$ cat src/rtl/ptg_pkg.sv
package ptg_pkg;
    localparam int CW     = 11;
    localparam int CODE_W = 3;
    localparam int SYNC_W = 1;

    typedef logic [CODE_W-1:0] code_t;
    typedef logic [CW-1:0]     cnt_t;

    typedef struct packed {
        cnt_t hact;
        cnt_t hfp;
        cnt_t hbp;
        cnt_t vact;
        cnt_t vfp;
        cnt_t vbp;
    } timing_t;
endpackage

$ cat src/rtl/ptg_mode_rom.sv
module ptg_mode_rom
    import ptg_pkg::*;
(
    input  code_t   code_i,
    output timing_t tim_o,
    output logic    legal_o
);
    function automatic timing_t mk(input int ha, input int hf, input int hb,
                                   input int va, input int vf, input int vb);
        timing_t t;
        t.hact = cnt_t'(ha);
        t.hfp  = cnt_t'(hf);
        t.hbp  = cnt_t'(hb);
        t.vact = cnt_t'(va);
        t.vfp  = cnt_t'(vf);
        t.vbp  = cnt_t'(vb);
        return t;
    endfunction

    always_comb begin
        legal_o = 1'b1;
        unique case (code_i)
            3'd7:        tim_o = mk(800, 40, 216, 480, 10, 35);
            3'd6:        tim_o = mk(640, 24, 136, 480, 18, 27);
            3'd5, 3'd1:  tim_o = mk(480,  2,  43, 272,  2, 12);
            3'd4:        tim_o = mk(480,  2,  43, 640,  4,  8);
            3'd0:        tim_o = mk(400, 20, 108, 240,  2, 20);
            default: begin
                tim_o   = '0;
                legal_o = 1'b0;
            end
        endcase
    end
endmodule

$ cat src/rtl/ptg_scan.sv
module ptg_scan
    import ptg_pkg::*;
#(
    parameter code_t RESET_CODE = 3'd7
) (
    input  logic  clk,
    input  logic  rst_n,
    input  logic  standby,
    input  code_t code_i,
    output cnt_t  h_o,
    output cnt_t  v_o,
    output cnt_t  hact_o,
    output cnt_t  vact_o,
    output cnt_t  hs_at_o,
    output cnt_t  vs_at_o,
    output logic  legal_o,
    output logic  run_o
);
    typedef struct packed {
        code_t mode;
        cnt_t  h;
        cnt_t  v;
    } scan_t;

    scan_t   st_d, st_q;
    timing_t tim;
    logic    legal;
    cnt_t    htot, vtot;
    logic    h_last, v_last, frame_end, run, load;

    ptg_mode_rom u_rom (
        .code_i (st_q.mode),
        .tim_o  (tim),
        .legal_o(legal)
    );

    always_comb begin
        htot      = tim.hact + tim.hfp + cnt_t'(SYNC_W) + tim.hbp;
        vtot      = tim.vact + tim.vfp + cnt_t'(SYNC_W) + tim.vbp;
        h_last    = (st_q.h == htot - cnt_t'(1));
        v_last    = (st_q.v == vtot - cnt_t'(1));
        frame_end = h_last && v_last;
        run       = !standby && legal;
        load      = !run || frame_end;

        st_d = st_q;
        if (!run) begin
            st_d.h = '0;
            st_d.v = '0;
        end else if (h_last) begin
            st_d.h = '0;
            st_d.v = v_last ? '0 : st_q.v + cnt_t'(1);
        end else begin
            st_d.h = st_q.h + cnt_t'(1);
        end
        if (load) st_d.mode = code_i;
    end

    always_ff @(posedge clk or negedge rst_n) begin
        if (!rst_n) begin
            st_q <= '{mode: RESET_CODE, h: '0, v: '0};
        end else begin
            st_q <= st_d;
        end
    end

    assign h_o     = st_q.h;
    assign v_o     = st_q.v;
    assign hact_o  = tim.hact;
    assign vact_o  = tim.vact;
    assign hs_at_o = tim.hact + tim.hfp;
    assign vs_at_o = tim.vact + tim.vfp;
    assign legal_o = legal;
    assign run_o   = run;

    assert_col_in_range_R8: assert property (@(posedge clk) disable iff (!rst_n)
        run |-> (st_q.h < htot) && (st_q.v < vtot));
    assert_idle_clears_R10: assert property (@(posedge clk) disable iff (!rst_n)
        !run |=> (st_q.h == '0) && (st_q.v == '0));
    assert_mode_held_R9: assert property (@(posedge clk) disable iff (!rst_n)
        (run && !frame_end) |=> $stable(st_q.mode));
    assert_illegal_halts_R5: assert property (@(posedge clk) disable iff (!rst_n)
        !legal |=> (st_q.h == '0));
endmodule

$ cat src/rtl/panel_timing_gen.sv
module panel_timing_gen
    import ptg_pkg::*;
#(
    parameter logic  ACTIVE_LOW = 1'b0,
    parameter code_t RESET_CODE = 3'd7
) (
    input  logic          clk,
    input  logic          rst_n,
    input  logic          standby,
    input  logic [2:0]    res_code,
    output logic          line_sync,
    output logic          frame_sync,
    output logic          pix_en,
    output logic [CW-1:0] col,
    output logic [CW-1:0] row,
    output logic          mode_ok
);
    cnt_t h, v, hact, vact, hs_at, vs_at;
    logic legal, run;
    logic hs_raw, vs_raw, de_raw;

    ptg_scan #(.RESET_CODE(RESET_CODE)) u_scan (
        .clk    (clk),
        .rst_n  (rst_n),
        .standby(standby),
        .code_i (res_code),
        .h_o    (h),
        .v_o    (v),
        .hact_o (hact),
        .vact_o (vact),
        .hs_at_o(hs_at),
        .vs_at_o(vs_at),
        .legal_o(legal),
        .run_o  (run)
    );

    always_comb begin
        hs_raw = run && (h >= hs_at) && (h < hs_at + cnt_t'(SYNC_W));
        vs_raw = run && (v >= vs_at) && (v < vs_at + cnt_t'(SYNC_W));
        de_raw = run && (h < hact) && (v < vact);
    end

    assign line_sync  = hs_raw ^ ACTIVE_LOW;
    assign frame_sync = vs_raw ^ ACTIVE_LOW;
    assign pix_en     = de_raw ^ ACTIVE_LOW;
    assign col        = h;
    assign row        = v;
    assign mode_ok    = legal;

    assert_hsync_single_R6: assert property (@(posedge clk) disable iff (!rst_n)
        hs_raw |=> !hs_raw);
    assert_vsync_starts_line_R6: assert property (@(posedge clk) disable iff (!rst_n)
        $rose(vs_raw) |-> (col == '0));
    assert_de_outside_sync_R7: assert property (@(posedge clk) disable iff (!rst_n)
        de_raw |-> !hs_raw && !vs_raw);
    assert_standby_blank_R10: assert property (@(posedge clk) disable iff (!rst_n)
        standby |-> !de_raw && !hs_raw && !vs_raw);
endmodule

$ cat config.mk
export PLATFORM = sky130hd
export DESIGN_NAME = panel_timing_gen
export DESIGN_NICKNAME = d
export VERILOG_FILES = /design/src/rtl/ptg_pkg.sv /design/src/rtl/ptg_mode_rom.sv /design/src/rtl/ptg_scan.sv /design/src/rtl/panel_timing_gen.sv
export SDC_FILE = /design/constraint.sdc
export NUM_CORES = 1
export LEC_CHECK = 0
export ABC_AREA = 0
export BUFFER_PORTS_ARGS = -buffer_cell sky130_fd_sc_hd__buf_2
export CORE_MARGIN = 10
export CORE_UTILIZATION = 25
export DETAILED_ROUTE_END_ITERATION = 12
export SYNTH_ARGS = -nofsm -noshare
export SYNTH_HDL_FRONTEND = slang
export SYNTH_SLANG_ARGS = --single-unit
$ cat constraint.sdc
create_clock -name clk -period 5.1 [get_ports clk]
set_input_delay 1.02 -clock clk [delete_from_list [all_inputs] [get_ports clk]]
set_output_delay 1.02 -clock clk [all_outputs]
set_load 0.02 [all_outputs]
; Word-level counts from Yosys, hierarchy flattened
; Cells that the tools add are included.
[op_classes]
n_reduce_logical = 14
muxes = 6
order_cmp = 6
eq_ne = 8
addsub = 10
[ops]
columns = cell, n
row1 = 65-bit one-hot mux with 5 select lines, 1
row2 = 11-bit by 1-bit adder with 11-bit output (second input constant), 4
row3 = 11-bit < comparator, 4
row4 = 11-bit adder, 3
row5 = 11-bit 2-to-1 mux, 3
row6 = 11-bit == test, 2
row7 = 11-bit greater-or-equal comparator, 2
row8 = 22-bit 2-to-1 mux, 1
row9 = 11-bit by 1-bit subtractor with 11-bit output (second input constant), 2
row10 = 3-bit == test (second input constant), 4
row11 = 10-bit by 11-bit adder with 11-bit output, 1
row12 = 1-bit logical AND, 8
row13 = 6-bit OR reduction, 1
row14 = 3-bit by 1-bit == test with 1-bit output (second input constant), 1
row15 = 3-bit zero test, 1
row16 = 1-bit zero test, 2
row17 = 2-bit by 1-bit inequality test with 1-bit output (second input constant), 1
row18 = 2-bit OR reduction, 1
row19 = 1-bit logical OR, 1
row20 = 1-bit 2-to-1 mux, 1
[word_totals]
in_bits = 6
ff_bits = 25
output_inout_bits = 26
wordCells = 47

; Longest topological paths before layout
[depth]
ltp_word = 11
mapped_depth = 20
ltp_nobuf = 16

; By module
; A second synthesis with hierarchy kept.
[hier_totals]
hier_cells = 754
hier_area_um2 = 6093.3
[modules_own_cells]
columns = module, area_each_um2, n_inst, cells_per_inst, seq_area_each_um2
row1 = ptg_scan, 3777.4, 1, 441, 629.4
row2 = panel_timing_gen, 1813.0, 1, 237, 0.0
row3 = ptg_mode_rom, 503.0, 1, 76, 0.0

; Least setup slack after synthesis
; No wires, ideal clock.
[synth_timing]
path_type = register to register
from = reg u_scan.st_q[23] (netlist bit)
to = reg u_scan.st_q (netlist bit u_scan.h_o[10])
stages_incl_launch_ff = 21
n_path_buf = 4
synth_period_minus_slack_ns = 4.454
arrival_time_ns = 4.332
slack_ns = 0.646
setup_ns = 0.121
required_time_ns = 4.979
cell_sequence = dfstp_2 -> buf_6 -> clkbuf_1 -> or3_1 -> inv_1 -> ha_1 -> inv_1 -> fa_1 -> inv_1 -> ha_1 -> ha_1 -> ha_1 -> and3b_1 -> a211oi_1 -> or4_1 -> nand3_1 -> or3_1 -> clkbuf_1 -> nand2_1 -> buf_2 -> nor2_1
[synth_rtl]
columns = element, line
row1 = from (decl), ptg_scan.sv:25  ; scan_t st_d, st_q;
row2 = from (signal assigned), ptg_scan.sv:61  ; st_q <= '{mode: RESET_CODE, h: '0, v: '0};
row3 = from (signal assigned), ptg_scan.sv:63  ; st_q <= st_d;

; Worst setup path after layout
[layout_timing]
from = reg u_scan.st_q[23] (netlist bit)
to = reg u_scan.st_q[22] (netlist bit)
[layout_between]
elab_chain_cells = 10
elab_cells_between_ends = 24
classes_between = 8 x add/sub / 7 x eq/ne / 2 x mux / 7 x reduce/logical
[layout_rtl]
columns = element, line
row1 = 3-bit == test / 3-bit by 1-bit == test with 1-bit output (equally long branches), ptg_mode_rom.sv:22  ; unique case (code_i)
row2 = 2-bit OR reduction, -
row3 = 65-bit one-hot mux with 5 select lines, ptg_mode_rom.sv:22
row4 = 10-bit by 11-bit adder with 11-bit output / 11-bit adder (equally long branches), "ptg_scan.sv:38, ptg_scan.sv:39"
row5 = 11-bit by 1-bit adder with 11-bit output (on tied branches), "ptg_scan.sv:38, ptg_scan.sv:39"
row6 = 11-bit adder (on tied branches), "ptg_scan.sv:38, ptg_scan.sv:39"
row7 = 11-bit by 1-bit subtractor with 11-bit output (on tied branches), "ptg_scan.sv:40, ptg_scan.sv:41"
row8 = 11-bit == test (on tied branches), "ptg_scan.sv:40, ptg_scan.sv:41"
row9 = 1-bit logical AND, ptg_scan.sv:42  ; frame_end = h_last && v_last;
row10 = 1-bit logical OR (*), ptg_scan.sv:44  ; load = !run || frame_end;
; Every way passes the cells marked *; elsewhere a longest branch is shown, timed or not.
; A chain may end at the register's enable or synchronous reset.

==> results.txt <==
The worst hold path class is flip-flop to flip-flop. The final-report hold violation count is 0. The count of buffers from port buffering is 31.

The first global-routing pass estimated 16700 um of wire. The DRC violation total after the first TritonRoute iteration came out at 166. The deepest level of the CTS H-tree is 1. Once detail routing completed, the nets flagged for antenna violations numbered 0. STA classifies the critical path startpoint as a flip-flop.

The number of setup buffers added after CTS is 0. In this run the most critical hold path is launched from u_scan.h_o[0]. Among all flip-flop cells after synthesis, the most frequent one is dfrtp_1. The die outline width came out at 138 um.

The worst supply voltage drop on vdd is 0.225 mV. The fraction of the yosys area taken by sequential cells came out at 0.180. The footprint of the multi-input gates came out at 0.00248 sq mm. The count of state elements after synthesis came out at 25. Headroom to the max-slew limit came out at 0.502. The ratio of total power to cell area came out at 633 mW/mm^2. In the layout the commonest cells are 51 x ha_1, 39 x nor2_1, 31 x inv_1, 31 x buf_2, 25 x nand2_1. The highest signal layer in the routed design is met4.

The number of antenna violations at the first check in global routing is 0. STA classifies the critical path endpoint as a flip-flop. The tree is rooted in a clkbuf_16.

The layout cell share with drive strength beyond 1 is 0.141. The post-route fraction of the period consumed by the critical path is 0.934. The finished layout holds 605 standard cells, fillers aside. The setup path with the least slack is of type flip-flop to flip-flop. The share of total power in sequential cells is 0.134.

The number of CTS-inserted buffers came out at 3. The clock reaches the later pin of the worst-skew pair after 0.27 ns. Of the total power, the clock network draws 0.079. For the worst flop-to-flop path, the logic depth is 16. The fill cell instance count of the final layout is 1511. The share of synthesized area in the top cell type comes to 0.182.

The slack of the worst reg-to-reg path is 0.34 ns. The weighted congestion reported at the end of routability-driven placement came out at 0.914. The flow ran to the end, and the final reports show no timing, DRC or antenna violations. Setup violations remaining at the end of the flow were counted as 0. The max-capacitance violation count is 0.

The number of antenna repair diodes is 0. The peak fanout along the critical path came out at 22. The worst register-to-register path ends at u_scan.st_q[22]. The share of power burned in combinational logic is 0.787. The number of cells produced by synthesis came out at 427. The routed wire length is 10100 um. After detailed routing, the number of remaining DRC violations is 0. From bottom edge to top edge, the die measures 138 um. The cell total after placement came out at 601. The internal portion of the total power is 0.00108 W. The number of global-route vias before repair came out at 3193. Using the TritonRoute via totals, the vias-per-cell ratio works out to 5.16. The longest clock path from root to sink contains 2 buffers. The fmax is 210 MHz. Clock-pin slew was measured on the worst setup and hold paths at 0.07 ns. The library cell used most frequently in the layout, excluding fill and tap cells, is ha_1. The largest net degree at the start of global routing is 26. In this run the critical register-to-register path is launched from u_scan.st_q[23]. The actual transition at the worst max-transition pin came out at 0.747 ns.

The number of search-and-repair iterations in the first detailed-routing pass is 5. The site row count is 43. The core region area came out at 0.0138 sq mm.

The die outline area is 0.0191 sq mm. The static leakage is 1.70 nW. The synthesis-to-finish area growth came out at 6.83%. For hold timing, the worst endpoint is u_scan.h_o[0]. The number of nets at the end of the flow is 487.

TritonCTS built the clock tree. The number of flops mapped to enable cells by yosys came out at 0. Setup repair after global routing left no endpoint under its margin. After synthesis, the cell types taking the most area are ha_1 18%, dfrtp_1 16%, xnor2_1 5.8%. Along the worst hold path, the cell count comes to 1. The overall via count from detail_route is 3124. The required time at the endpoint of the critical path came out at 5.26 ns. Detailed placement ended at an HPWL of 7790 um.

Summed over all layers, the global routing overflow is 0. The post-synthesis cell type count is 63. The total negative setup slack is 0 ns. Summed over all nets, wire length on met2 after detailed routing comes to 4640 um. The cell area that synthesis handed to floorplanning was 0.00350 sq mm. The largest area contributor in the netlist is ha_1. Subtracting the final worst setup slack from the clock period gives 4.76 ns. The worst clock skew came out at 0.00131 ns. The register area is 633 sq um. The share of flip-flops with an asynchronous set or reset came out at 1.00.

The mean instance size in the synthesized netlist came out at 8.20 sq um. Summed over all nets, wire length on met3 after detailed routing comes to 376 um. The overall global routing resource usage came out at 0.102. The arrival time at the worst endpoint is 4.92 ns. The Yosys step of the flow raised 0 warnings. The wire length on met1 is 4880 um. The clock net sink count is 25. The initial utilization of the core area, before any placement, comes to 0.254. The final-report max-slew violation count was 0. The number of top-level pins came out at 32. The wire length per cell after detailed routing is 16.6 um.

Of the total power, the share spent switching nets is 0.542. Summed over all nets, the switching power comes to 0.00128 W.
area by class of cell:
type                            instances  area share
Clock buffer                            3      0.0201
Inverter                               34      0.0341
Multi-Input combinational cell        327       0.665
Tap cell                              180      0.0602
Timing Repair Buffer                   35      0.0495
Clock inverter                          1     0.00201
Sequential cell                        25       0.169
cells by family after synthesis:
family / count (synthesis) / synth area share
AOI/OAI and AO/OA: 84 / 0.172
buffers and inverters: 76 / 0.113
DFF: 25 / 0.180
muxes: 7 / 0.0200
adders and majority gates: 55 / 0.205
xor gates and xnor gates: 35 / 0.0897
other: 1 / 0.00107
and+or+nand+nor: 144 / 0.219
registers in the layout, indices dropped and copies added, names as in the netlist:
name and flops:
u_scan.st_q 3, u_scan.v_o 11, u_scan.h_o 11
worst max-delay path: stages (launching register included):
cell and delay [ns]:
dfstp_4 0.76, nand2_1 0.18, inv_2 0.09, nand2_1 0.15, inv_1 0.20, ha_1 0.27
a211o_1 0.30, o21ai_0 0.13, ha_1 0.30, ha_1 0.34, and3b_1 0.21, a211oi_2 0.31
xnor2_1 0.21, nand4b_1 0.20, or2_2 0.36, or4_1 0.53, o311ai_1 0.11
metrics by stage:
| step | hold WS (ns) | instance area, sq um | worst slack, ns | power (W) | util |
|---|---|---|---|---|---|
| CTS | 0.602 | 3730 | 0.0708 | 0.00234 | 0.271 |
| global route | 0.648 | 3740 | 0.0403 | 0.00261 | 0.271 |
| finish | 0.589 | 3740 | 0.338 | 0.00237 | 0.271 |
| floorplan | 0.504 | 3500 | 0.646 | 0.00173 | - |
| detailed placement | 0.592 | 3640 | 0.0922 | 0.00213 | 0.265 |
| global placement | 0.578 | 3640 | 0.333 | 0.00208 | 0.265 |
synth_stat cells (3+ instances only):
master / count
ha_1: 51
nor2_1: 39
inv_1: 31
nand2_1: 26
xnor2_1: 23
a21oi_1: 22
buf_4: 22
dfrtp_1: 22
clkbuf_1: 12
nand3_1: 11
xor2_1: 11
nand4_1: 9
nor3_1: 9
mux2i_1: 7
nand2b_1: 7
o211ai_1: 7
or4_1: 7
a31oi_1: 6
nor4_1: 6
o21ai_0: 6
a211oi_1: 5
and3_1: 5
buf_2: 5
nand4b_1: 5
o21a_1: 5
fa_1: 4
nor2b_1: 4
o2111ai_1: 4
o21ai_1: 4
a22o_1: 3
buf_6: 3
dfstp_2: 3
inv_2: 3
or2_2: 3
or3_1: 3
how the worst max path moves through the flow:
stage / startpoint / slack [ns] / endpoint / cells after the start
floorplan: u_scan.st_q[23] / 0.65 / u_scan.h_o[10] / 20
global placement: u_scan.st_q[23] / 0.33 / u_scan.st_q[22] / 16
detailed placement: u_scan.st_q[23] / 0.09 / u_scan.h_o[7] / 16
CTS: u_scan.st_q[23] / 0.07 / u_scan.h_o[7] / 16
global route: u_scan.st_q[24] / 0.04 / u_scan.st_q[22] / 16
finish: u_scan.st_q[23] / 0.34 / u_scan.st_q[22] / 16
layer usage:
| metal | global-route usage | up-vias |
|---|---|---|
| met5 | 0 | - |
| met4 | 0.0316 | 0 |
| met3 | 0.0113 | 13 |
| met2 | 0.169 | 90 |
| met1 | 0.135 | 1518 |
| li1 | - | 1503 |
power by group through the flow:
stage               sequential, W  combinational [W]  clock, W
finish                   0.000317            0.00186  0.000188
global route             0.000327            0.00208  0.000197
CTS                      0.000313            0.00184  0.000190
detailed placement       0.000315            0.00182         0
global placement         0.000313            0.00177         0
floorplan                0.000263            0.00147         0
repair_timing:
action | 4_1_cts | 5_1_grt
resized for setup | 0 | 3
endpoints found under the setup margin | 0 | 25
hold buffers | 0 | 0
(Power assumes the default switching activity.)
